<file path="config.mk">
export PLATFORM = sky130hd
export DESIGN_NAME = qbio_port_ctrl
export DESIGN_NICKNAME = d
export VERILOG_FILES = /design/src/rtl/qbio_pkg.sv /design/src/rtl/qbio_pin_seq.sv /design/src/rtl/qbio_sync.sv /design/src/rtl/qbio_port_ctrl.sv
export SDC_FILE = /design/constraint.sdc
export NUM_CORES = 1
export LEC_CHECK = 0
export ABC_AREA = 1
export CORE_MARGIN = 8
export CORE_UTILIZATION = 51
export DETAILED_ROUTE_END_ITERATION = 6
export PLACE_DENSITY_LB_ADDON = 0.3
export SKIP_LAST_GASP = 1
export SLEW_MARGIN = 10
export SYNTH_ARGS = -nofsm -noshare
export SYNTH_HDL_FRONTEND = slang
export SYNTH_SLANG_ARGS = --single-unit
</file>
<file path="constraint.sdc">
create_clock -name clk -period 1.7 [get_ports clk]
set_input_delay 0.34 -clock clk [delete_from_list [all_inputs] [get_ports clk]]
set_output_delay 0.34 -clock clk [all_outputs]
set_load 0.005 [all_outputs]
</file>
<file path="src/rtl/qbio_pkg.sv">
package qbio_pkg;

    // Pulse counter width; PULSE_CLKS must fit in it.
    localparam int CNT_W = 4;

    typedef logic [CNT_W-1:0] pulse_cnt_t;

    // Register state of one pin
    typedef struct packed {
        logic       lat;
        pulse_cnt_t cnt;
    } pin_state_t;

endpackage

</file>
<file path="src/rtl/qbio_pin_seq.sv">
module qbio_pin_seq
    import qbio_pkg::*;
#(
    parameter int unsigned PULSE_CLKS = 2
) (
    input  logic clk,
    input  logic rst_n,
    input  logic wr_en,
    input  logic wr_bit,
    output logic lat_o,
    output logic pd_o,
    output logic su_o,
    output logic wk_o
);

    localparam pulse_cnt_t PULSE_LOAD = pulse_cnt_t'(PULSE_CLKS);

    pin_state_t st_d, st_q;

    always_comb begin
        st_d = st_q;
        if (st_q.cnt != '0) begin
            st_d.cnt = st_q.cnt - pulse_cnt_t'(1);
        end
        if (wr_en) begin
            if (!wr_bit) begin
                st_d.lat = 1'b0;
                st_d.cnt = '0;
            end else if (!st_q.lat) begin
                st_d.lat = 1'b1;
                st_d.cnt = PULSE_LOAD;
            end
        end
    end

    always_ff @(posedge clk or negedge rst_n) begin
        if (!rst_n) begin
            st_q.lat <= 1'b1;
            st_q.cnt <= '0;
        end else begin
            st_q <= st_d;
        end
    end

    assign lat_o = st_q.lat;
    assign su_o  = (st_q.cnt != '0);
    assign pd_o  = ~st_q.lat;
    assign wk_o  = st_q.lat & ~su_o;

    // strong drivers never fight
    p_no_fight_r7: assert property (@(posedge clk) disable iff (!rst_n)
        !(pd_o && su_o));

    // a rising write loads a full pulse
    p_rise_pulse_r4: assert property (@(posedge clk) disable iff (!rst_n)
        (wr_en && wr_bit && !st_q.lat) |=> (su_o && !pd_o && st_q.cnt == PULSE_LOAD));

    // the last pulse cycle is followed by no pulse
    p_pulse_end_r4: assert property (@(posedge clk) disable iff (!rst_n)
        (st_q.cnt == pulse_cnt_t'(1)) |=> !su_o);

    // rewriting a 1 on an idle bit starts nothing
    p_no_restart_r6: assert property (@(posedge clk) disable iff (!rst_n)
        (wr_en && wr_bit && st_q.lat && !su_o) |=> (!su_o && wk_o));

    // a 0 write drives the pulldown only
    p_zero_write_r3: assert property (@(posedge clk) disable iff (!rst_n)
        (wr_en && !wr_bit) |=> (pd_o && !su_o && !wk_o));

    // no strobe, no register change
    p_hold_r2: assert property (@(posedge clk) disable iff (!rst_n)
        !wr_en |=> $stable(lat_o));

endmodule

</file>
<file path="src/rtl/qbio_sync.sv">
module qbio_sync #(
    parameter int unsigned WIDTH  = 8,
    parameter int unsigned STAGES = 2
) (
    input  logic             clk,
    input  logic             rst_n,
    input  logic [WIDTH-1:0] async_i,
    output logic [WIDTH-1:0] sync_o
);

    localparam int AGE_W = $clog2(STAGES + 1);

    typedef struct packed {
        logic [STAGES-1:0][WIDTH-1:0] stg;
    } sync_state_t;

    sync_state_t sy_d, sy_q;

    always_comb begin
        sy_d = sy_q;
        sy_d.stg[0] = async_i;
        for (int k = 1; k < int'(STAGES); k++) begin
            sy_d.stg[k] = sy_q.stg[k-1];
        end
    end

    always_ff @(posedge clk or negedge rst_n) begin
        if (!rst_n) begin
            sy_q <= '1;
        end else begin
            sy_q <= sy_d;
        end
    end

    assign sync_o = sy_q.stg[STAGES-1];

    // Edges since reset, saturating, so the check below never looks past reset
    logic [AGE_W-1:0] age_q;
    always_ff @(posedge clk or negedge rst_n) begin
        if (!rst_n) begin
            age_q <= '0;
        end else if (age_q != AGE_W'(STAGES)) begin
            age_q <= age_q + AGE_W'(1);
        end
    end

    // output is the input delayed by STAGES edges
    p_sync_delay_r9: assert property (@(posedge clk) disable iff (!rst_n)
        (age_q == AGE_W'(STAGES)) |-> (sync_o == $past(async_i, STAGES)));

endmodule

</file>
<file path="src/rtl/qbio_port_ctrl.sv">
module qbio_port_ctrl
    import qbio_pkg::*;
#(
    parameter int unsigned WIDTH       = 8,
    parameter int unsigned PULSE_CLKS  = 2,
    parameter int unsigned SYNC_STAGES = 2
) (
    input  logic             clk,
    input  logic             rst_n,
    input  logic             wr_en,
    input  logic [WIDTH-1:0] wr_data,
    input  logic [WIDTH-1:0] pin_in,
    output logic [WIDTH-1:0] latch_rd,
    output logic [WIDTH-1:0] pin_rd,
    output logic [WIDTH-1:0] drv_pulldown,
    output logic [WIDTH-1:0] drv_strong_up,
    output logic [WIDTH-1:0] drv_weak_up
);

    // one independent sequencer per pin
    for (genvar i = 0; i < int'(WIDTH); i++) begin : g_pin
        qbio_pin_seq #(
            .PULSE_CLKS(PULSE_CLKS)
        ) u_seq (
            .clk    (clk),
            .rst_n  (rst_n),
            .wr_en  (wr_en),
            .wr_bit (wr_data[i]),
            .lat_o  (latch_rd[i]),
            .pd_o   (drv_pulldown[i]),
            .su_o   (drv_strong_up[i]),
            .wk_o   (drv_weak_up[i])
        );
    end

    qbio_sync #(
        .WIDTH (WIDTH),
        .STAGES(SYNC_STAGES)
    ) u_sync (
        .clk    (clk),
        .rst_n  (rst_n),
        .async_i(pin_in),
        .sync_o (pin_rd)
    );

    // register follows a write on the next edge
    p_write_lands_r2: assert property (@(posedge clk) disable iff (!rst_n)
        wr_en |=> (latch_rd == $past(wr_data)));

    // each pin has exactly one pull source: pulldown, strong up or keeper
    p_one_source_r5: assert property (@(posedge clk) disable iff (!rst_n)
        ((drv_pulldown ^ drv_strong_up ^ drv_weak_up) == '1) &&
        ((drv_pulldown & drv_weak_up) == '0) &&
        ((drv_strong_up & drv_weak_up) == '0));

endmodule

</file>
==> results of run 1 <==
==> stage by stage <==
step                hold WS (ps)  cells  area (µm²)
finish                      8.05    479        3740
global route                42.7    479        3740
CTS                         19.3    473        3670
detailed placement           347    459        3470
global placement             346    459        3470
floorplan                   44.4    331        2810
==> timing repair <==
item / 4_1_cts / 5_1_grt
resized for setup: 63 / 30
setup endpoints to repair: 31 / 20
pin swaps: 3 / 5
setup buffers: 6 / 6
==> final cells by class <==
cell class / instances / area, µm² / area share
clock inverters: 2 / 38.8 / 0.0104
well taps: 72 / 90.1 / 0.0241
flip-flops and latches: 56 / 1430 / 0.382
inverters: 52 / 195 / 0.0521
multi-input cells: 189 / 1030 / 0.275
repair buffers: 102 / 877 / 0.234
clock buffers: 6 / 82.6 / 0.0221
==> layer usage <==
layer / up-vias / track usage
li1: 1145 / -
met5: - / 0
met3: 9 / 0.0457
met2: 71 / 0.261
met1: 1098 / 0.169
met4: 0 / 0.0444
==> kinds of logic (layout without fill, tap and decap cells) <==
| family | Yosys count | after routing | share of synthesized area |
|---|---|---|---|
| AOI/OAI and AO/OA | 28 | 28 | 0.0556 |
| xor gates and xnor gates | 7 | 7 | 0.0218 |
| adders and majority gates | 8 | 8 | 0.0356 |
| buffers and inverters | 86 | 162 | 0.160 |
| DFF | 56 | 56 | 0.509 |
| and+or+nand+nor | 146 | 146 | 0.218 |
==> registers in the layout (all words and copies together), names as in the netlist <==
register / count
g_pin.u_seq.st_q: 32
g_pin.u_seq.lat_o: 8
u_sync.sy_d: 8
u_sync.sync_o: 8
==> path summary, 6_finish.rpt <==
kind | to | slack, ps | depth (start not counted)
min in group clk | u_sync.sync_o[2] | 360 | 0
worst max register to register | g_pin[0].u_seq.st_q[0] | 490 | 6
max in group asynchronous | g_pin[4].u_seq.lat_o | 1380 | 2
worst max-delay path | drv_weak_up[4] | 20 | 5
worst min register to register | u_sync.sync_o[2] | 360 | 0
worst min-delay path | g_pin[0].u_seq.st_q[0] | 8 | 2
==> report_power, final <==
group / leakage [nW] / total [mW] / internal [mW] / switching [mW]
combinational: 1.20 / 3.52 / 1.81 / 1.71
sequential: 0.658 / 2.02 / 1.74 / 0.283
clock: 0.0614 / 0.911 / 0.482 / 0.428
total: 1.92 / 6.45 / 4.03 / 2.42
==> critical path, cell delays in order, from the launching register on <==
cell and delay (ps):
dfrtp_1 410, inv_2 100, ha_4 140, nand2_2 80
nor2_1 100, clkdlybuf4s15_1 210
==> cell usage in the layout (no fill, tap or decap), types with 2 or more instances in the layout <==
| master | synthesis | routed |
|---|---|---|
| nand2_1 | 61 | 55 |
| inv_2 | 2 | 15 |
| clkdlybuf4s50_1 | 0 | 22 |
| inv_1 | 50 | 37 |
| nor2_1 | 43 | 38 |
| nand4_1 | 4 | 4 |
| dlygate4sd2_1 | 0 | 21 |
| nor2_2 | 1 | 6 |
| nand3_1 | 32 | 32 |
| ha_2 | 0 | 2 |
| a21oi_1 | 21 | 21 |
| ha_4 | 0 | 5 |
| nand2_2 | 2 | 7 |
| clkbuf_8 | 0 | 6 |
| dfstp_2 | 24 | 24 |
| buf_2 | 0 | 5 |
| dlymetal6s2s_1 | 0 | 5 |
| buf_4 | 34 | 43 |
| xnor2_1 | 7 | 7 |
| a21boi_0 | 5 | 5 |
| clkdlybuf4s15_2 | 0 | 2 |
| clkbuf_2 | 0 | 2 |
| dfrtp_1 | 32 | 32 |
==> metrics.cfg, run 1 <==
[sta]
rsz0062_at_grt=yes
setup_slack_ps=19.2
slew_headroom=0.787
setup_violations=0
min_period_ps=1680
timing.final.crit_share=0.989
fin_skew_ps=6.14
drv_slew=0
clock.fmax_mhz=595
finalSetupTns_ps=0
worstMarginPinSlew_ps=319
hold_viol_final=0

[cts]
clk_latency_ps=310
cts_root_buffer=clkbuf_8
cts_buffer_depth=2
cts_max_level=2
cts_hold_buf=0
tritoncts=yes
cts_made_buffers=5
path_clk_slew_ps=100
clock_sinks=56

[yosys]
syn-num-nets=358
synth_most_common_cell=nand2_1
synth_edf_count=0
yosysTopAreaCellShare=0.285
synthCells=331
syn_avg_cell_area_um2=8.49
yosysUniqueCellTypes=20
yosysTopAreaCell=dfrtp_1
synth_flop_cell=dfrtp_1
synthTopCellsByArea=dfrtp_1, dfstp_2, buf_4, nand2_1, inv_1
async_flop_share=1.00
yosys_warnings=0
ys_seq_area_frac=0.509
syn_area_um2=2810
ys_ff_latch=56
synth_common_cells=nand2_1, inv_1, nor2_1, buf_4

[placement]
dpl_worst_slack_ps=-17.0
gp_congestion=0.892
port_buffers=58
dp_hpwl_um=4300

[floorplan]
die_width_um=90.2
placementRows=27
top_level_ports=59
core-area_um2=5410
die_area_um2=8140
initial_core_util=0.520
fp.dieH_um=90.2

[critical_path]
cp.required_ps=1360
crit_start=g_pin[4].u_seq.st_q[0]
start_kind=register
cp.arrival_ps=1340
crit_type=reg -> out
r2r_start=g_pin[0].u_seq.st_q[0]
cp-end-kind=output port
worstPathMaxFanout=4

[pwr]
power.density_nw_per_um2=1720
finalPower_mw=6.45
power_leakage_nw=1.92
irDropWorstVdd_v=0.000779

[finish]
final_util=0.693
fillCellCount=431
drive_gt1_frac=0.300
n_antenna_cell=0
areaGrowthSynthToFinish_pct=33.2
nets=433

[status]
status=finished clean

[global_routing]
grt_pass1_wl_um=10200
grt_max_degree=57
grt_overflow=0
antenna_found_initial=0
grt_util_all_layers=0.149
grt_pass1_vias=2325

[drt]
met2_length_um=3070
wl_per_cell_um=13.0
wl_um=6220
wl_met1_um=2730
top_layer_used=met4
vias_per_cell=4.85
final_antenna_net_count=0
drt_first_pass_iters=7
dr.first_iter.drc_count=104
vias=2323
dr_wl_met3_um=360
post-route-drc-count=0

[job]
maxCapViolCount=0

[worst_hold_path]
hold_class=in -> async

Note: power is estimated with default switching activity, not from simulation.
==> run 2, diff against run 1 <==
Settings changed: CORE_UTILIZATION 51 to 35, CTS_BUF_LIST from default to sky130_fd_sc_hd__clkbuf_8.
==> run 2 against run 1 <==
Power down 3.3%. Die area up 37%. Maximum frequency down 0.15%. Non-clock buffer count up 2.
==> metrics.cfg, run 2 (synthesis gave the netlist of run 1 again) <==
[global_routing]
grtUsageMet2=0.196  ; was 0.261
grt_pass1_wl_um=10200  ; unchanged
use_met3=0.0305  ; was 0.0457
grt_overflow=0  ; unchanged
grt_pass1_vias=2292  ; was 2325
grt_util_all_layers=0.110  ; was 0.149
grt_max_degree=23  ; was 57
busiest_layer=met2  ; unchanged
grt_use_met1=0.126  ; was 0.169
antenna_found_initial=0  ; unchanged

[placement]
dp_hpwl_um=4590  ; was 4300 µm
gp_congestion=0.807  ; was 0.892
place_inst=491  ; was 459
port_buffers=58  ; unchanged

[critical_path]
reg2reg_depth=5  ; was 6
cp.required_ps=1360  ; about the same
crit_start=g_pin[7].u_seq.st_q[3]  ; was g_pin[4].u_seq.st_q[0]
worstPathMaxFanout=5  ; was 4
crit_type=reg -> out  ; unchanged
reg2reg_slack_ps=490  ; about the same
cp_top_family=flip-flops  ; unchanged
crit_end=drv_weak_up[7]  ; was drv_weak_up[4]
worst-path-buf-inv=1  ; was 2
cp.depth=4  ; was 5
reg2reg_to=g_pin[6].u_seq.st_q[2]  ; was g_pin[0].u_seq.st_q[0]
critPathMaxStageDelay_ps=430  ; was 410 ps
start_kind=register  ; unchanged
cpMaxStageDelayCell=dfrtp_1  ; unchanged
cp-end-kind=output port  ; unchanged
cp.arrival_ps=1340  ; about the same
r2r_start=g_pin[6].u_seq.st_q[1]  ; was g_pin[0].u_seq.st_q[0]
crit_top_cell=nor2_2
path_cells=nor2_2, nand2_4, nor2_2, clkdlybuf4s15_1  ; was inv_2, ha_4, nand2_2, nor2_1, clkdlybuf4s15_1

[cts]
clk_latency_ps=310  ; about the same
clock_sinks=56  ; unchanged
path_clk_slew_ps=110  ; was 100 ps
cts_max_level=2  ; unchanged
cts_buffer_depth=2  ; unchanged
tritoncts=yes  ; unchanged
cts_made_buffers=5  ; unchanged
cts_root_buffer=clkbuf_8  ; unchanged

[finish]
drive_gt1_frac=0.293  ; was 0.300
final_util=0.486  ; was 0.693
n_antenna_cell=0  ; unchanged
nets=435  ; was 433
largest_register_ffs=32  ; unchanged
final_common_cell=nand2_1  ; unchanged
areaGrowthSynthToFinish_pct=34.3  ; was 33.2%
fin_cells=511  ; was 479
fillCellCount=757  ; was 431
regMostFlops=g_pin.u_seq.st_q  ; unchanged
final_cell_mix=nand2_1, buf_4, inv_1, nor2_1  ; was nand2_1, buf_4, nor2_1, inv_1

[drt]
wl_um=6170  ; was 6220 µm
vias_per_cell=4.41  ; was 4.85
wl_per_cell_um=12.1  ; was 13.0 µm
vias=2256  ; was 2323
drt_first_pass_iters=4  ; was 7
final_antenna_net_count=0  ; unchanged
post-route-drc-count=0  ; unchanged
dr.first_iter.drc_count=63  ; was 104

[job]
maxCapViolCount=0  ; unchanged

[pwr]
power_leakage_nw=1.92  ; about the same
irDropWorstVdd_v=0.000745  ; was 0.000779 V
power.density_nw_per_um2=1650  ; was 1720 nW/µm²

[floorplan]
die_area_um2=11200  ; was 8140 µm²
placementRows=32  ; was 27
core-area_um2=7770  ; was 5410 µm²
die_width_um=106  ; was 90.2 µm
top_level_ports=59  ; unchanged
initial_core_util=0.362  ; was 0.520
fp.dieH_um=106  ; was 90.2 µm

[status]
status=finished clean  ; unchanged

[sta]
fin_skew_ps=9.96  ; was 6.14 ps
slew_headroom=0.622  ; was 0.787
timing.final.crit_share=0.990  ; was 0.989
worstMarginPinSlew_ps=567  ; was 319 ps
min_period_ps=1680  ; about the same
drv_slew=0  ; unchanged
rsz0062_at_grt=yes  ; unchanged
hold_viol_final=0  ; unchanged
clock.fmax_mhz=594  ; was 595 MHz
setup_violations=0  ; unchanged

[worst_hold_path]
hold_class=in -> async  ; unchanged

## run 2: changes by cell type in the layout (fill, tap and decap cells not counted), sizes merged
cell and change:
buf +2, bufinv -1, clkdlybuf4s15 +2, clkdlybuf4s50 -5, clkinvlp +1, dlygate4sd2 +4, dlymetal6s2s -2, inv +1
## run 2: final cells by class
class,count,area (µm²),area share
inverters,52,195,0.0517
multi-input cells,189,1040,0.275
repair buffers,104,887,0.235
flip-flops and latches,56,1430,0.379
clock buffers,5,68.8,0.0182
well taps,102,128,0.0338
clock inverters,3,27.5,0.00729
## run 2: through the flow
| step | setup TNS (ps) | worst slack (ps) | hold slack (ps) | power, mW | cell area [µm²] |
|---|---|---|---|---|---|
| 2_1_floorplan | 0 | 361 | 44.4 | 3.96 | 2810 |
| 3_3_place_gp | 0 | 45.7 | 345 | 5.08 | 3540 |
| 3_5_place_dp | 0 | 17.8 | 347 | 5.20 | 3540 |
| 4_1_cts | -78.2 | -78.2 | 16.3 | 6.09 | 3710 |
| 5_1_grt | -51.5 | -51.5 | 26.3 | 6.84 | 3770 |
| 6_report | 0 | 16.7 | 6.81 | 6.24 | 3770 |
## run 2: per-layer routing
metal | share of wire | wire [µm]
met5 | 0 | 0
met4 | 0.0070 | 43
met3 | 0.053 | 327
met2 | 0.50 | 3110
met1 | 0.44 | 2690
## run 2: worst register-to-register path, cell delays in order, from the launching register on
cell and delay, ps:
dfrtp_1 380, inv_2 60, ha_4 160, buf_4 140, or2_2 280, a21oi_1 130
## run 2: how the worst min path moves through the flow
stage / startpoint / end / slack (ps) / depth (start not counted)
finish: rst_n / g_pin[2].u_seq.st_q[3] / 7 / 1
global route: rst_n / g_pin[4].u_seq.st_q[3] / 30 / 1
CTS: rst_n / g_pin[7].u_seq.st_q[1] / 20 / 1
detailed placement: u_sync.sy_d[14] / u_sync.sync_o[6] / 350 / 0
global placement: u_sync.sy_d[12] / u_sync.sync_o[4] / 350 / 0
floorplan: rst_n / g_pin[0].u_seq.st_q[0] / 40 / 0
## run 2: what timing repair did
item                       4_1_cts  5_1_grt
setup endpoints to repair       37       18
cloned                           0        0
gates resized for setup         66       32
pin swaps                        1        5
hold buffers                     0        0
setup buffers                    7        5
## run 2: report_power, final
part | leakage (nW) | total, mW | internal [mW] | switching [mW]
Sequential | 0.658 | 2.01 | 1.74 | 0.270
Combinational | 1.22 | 3.47 | 1.80 | 1.67
Clock | 0.0463 | 0.764 | 0.304 | 0.461
Total | 1.92 | 6.24 | 3.84 | 2.40
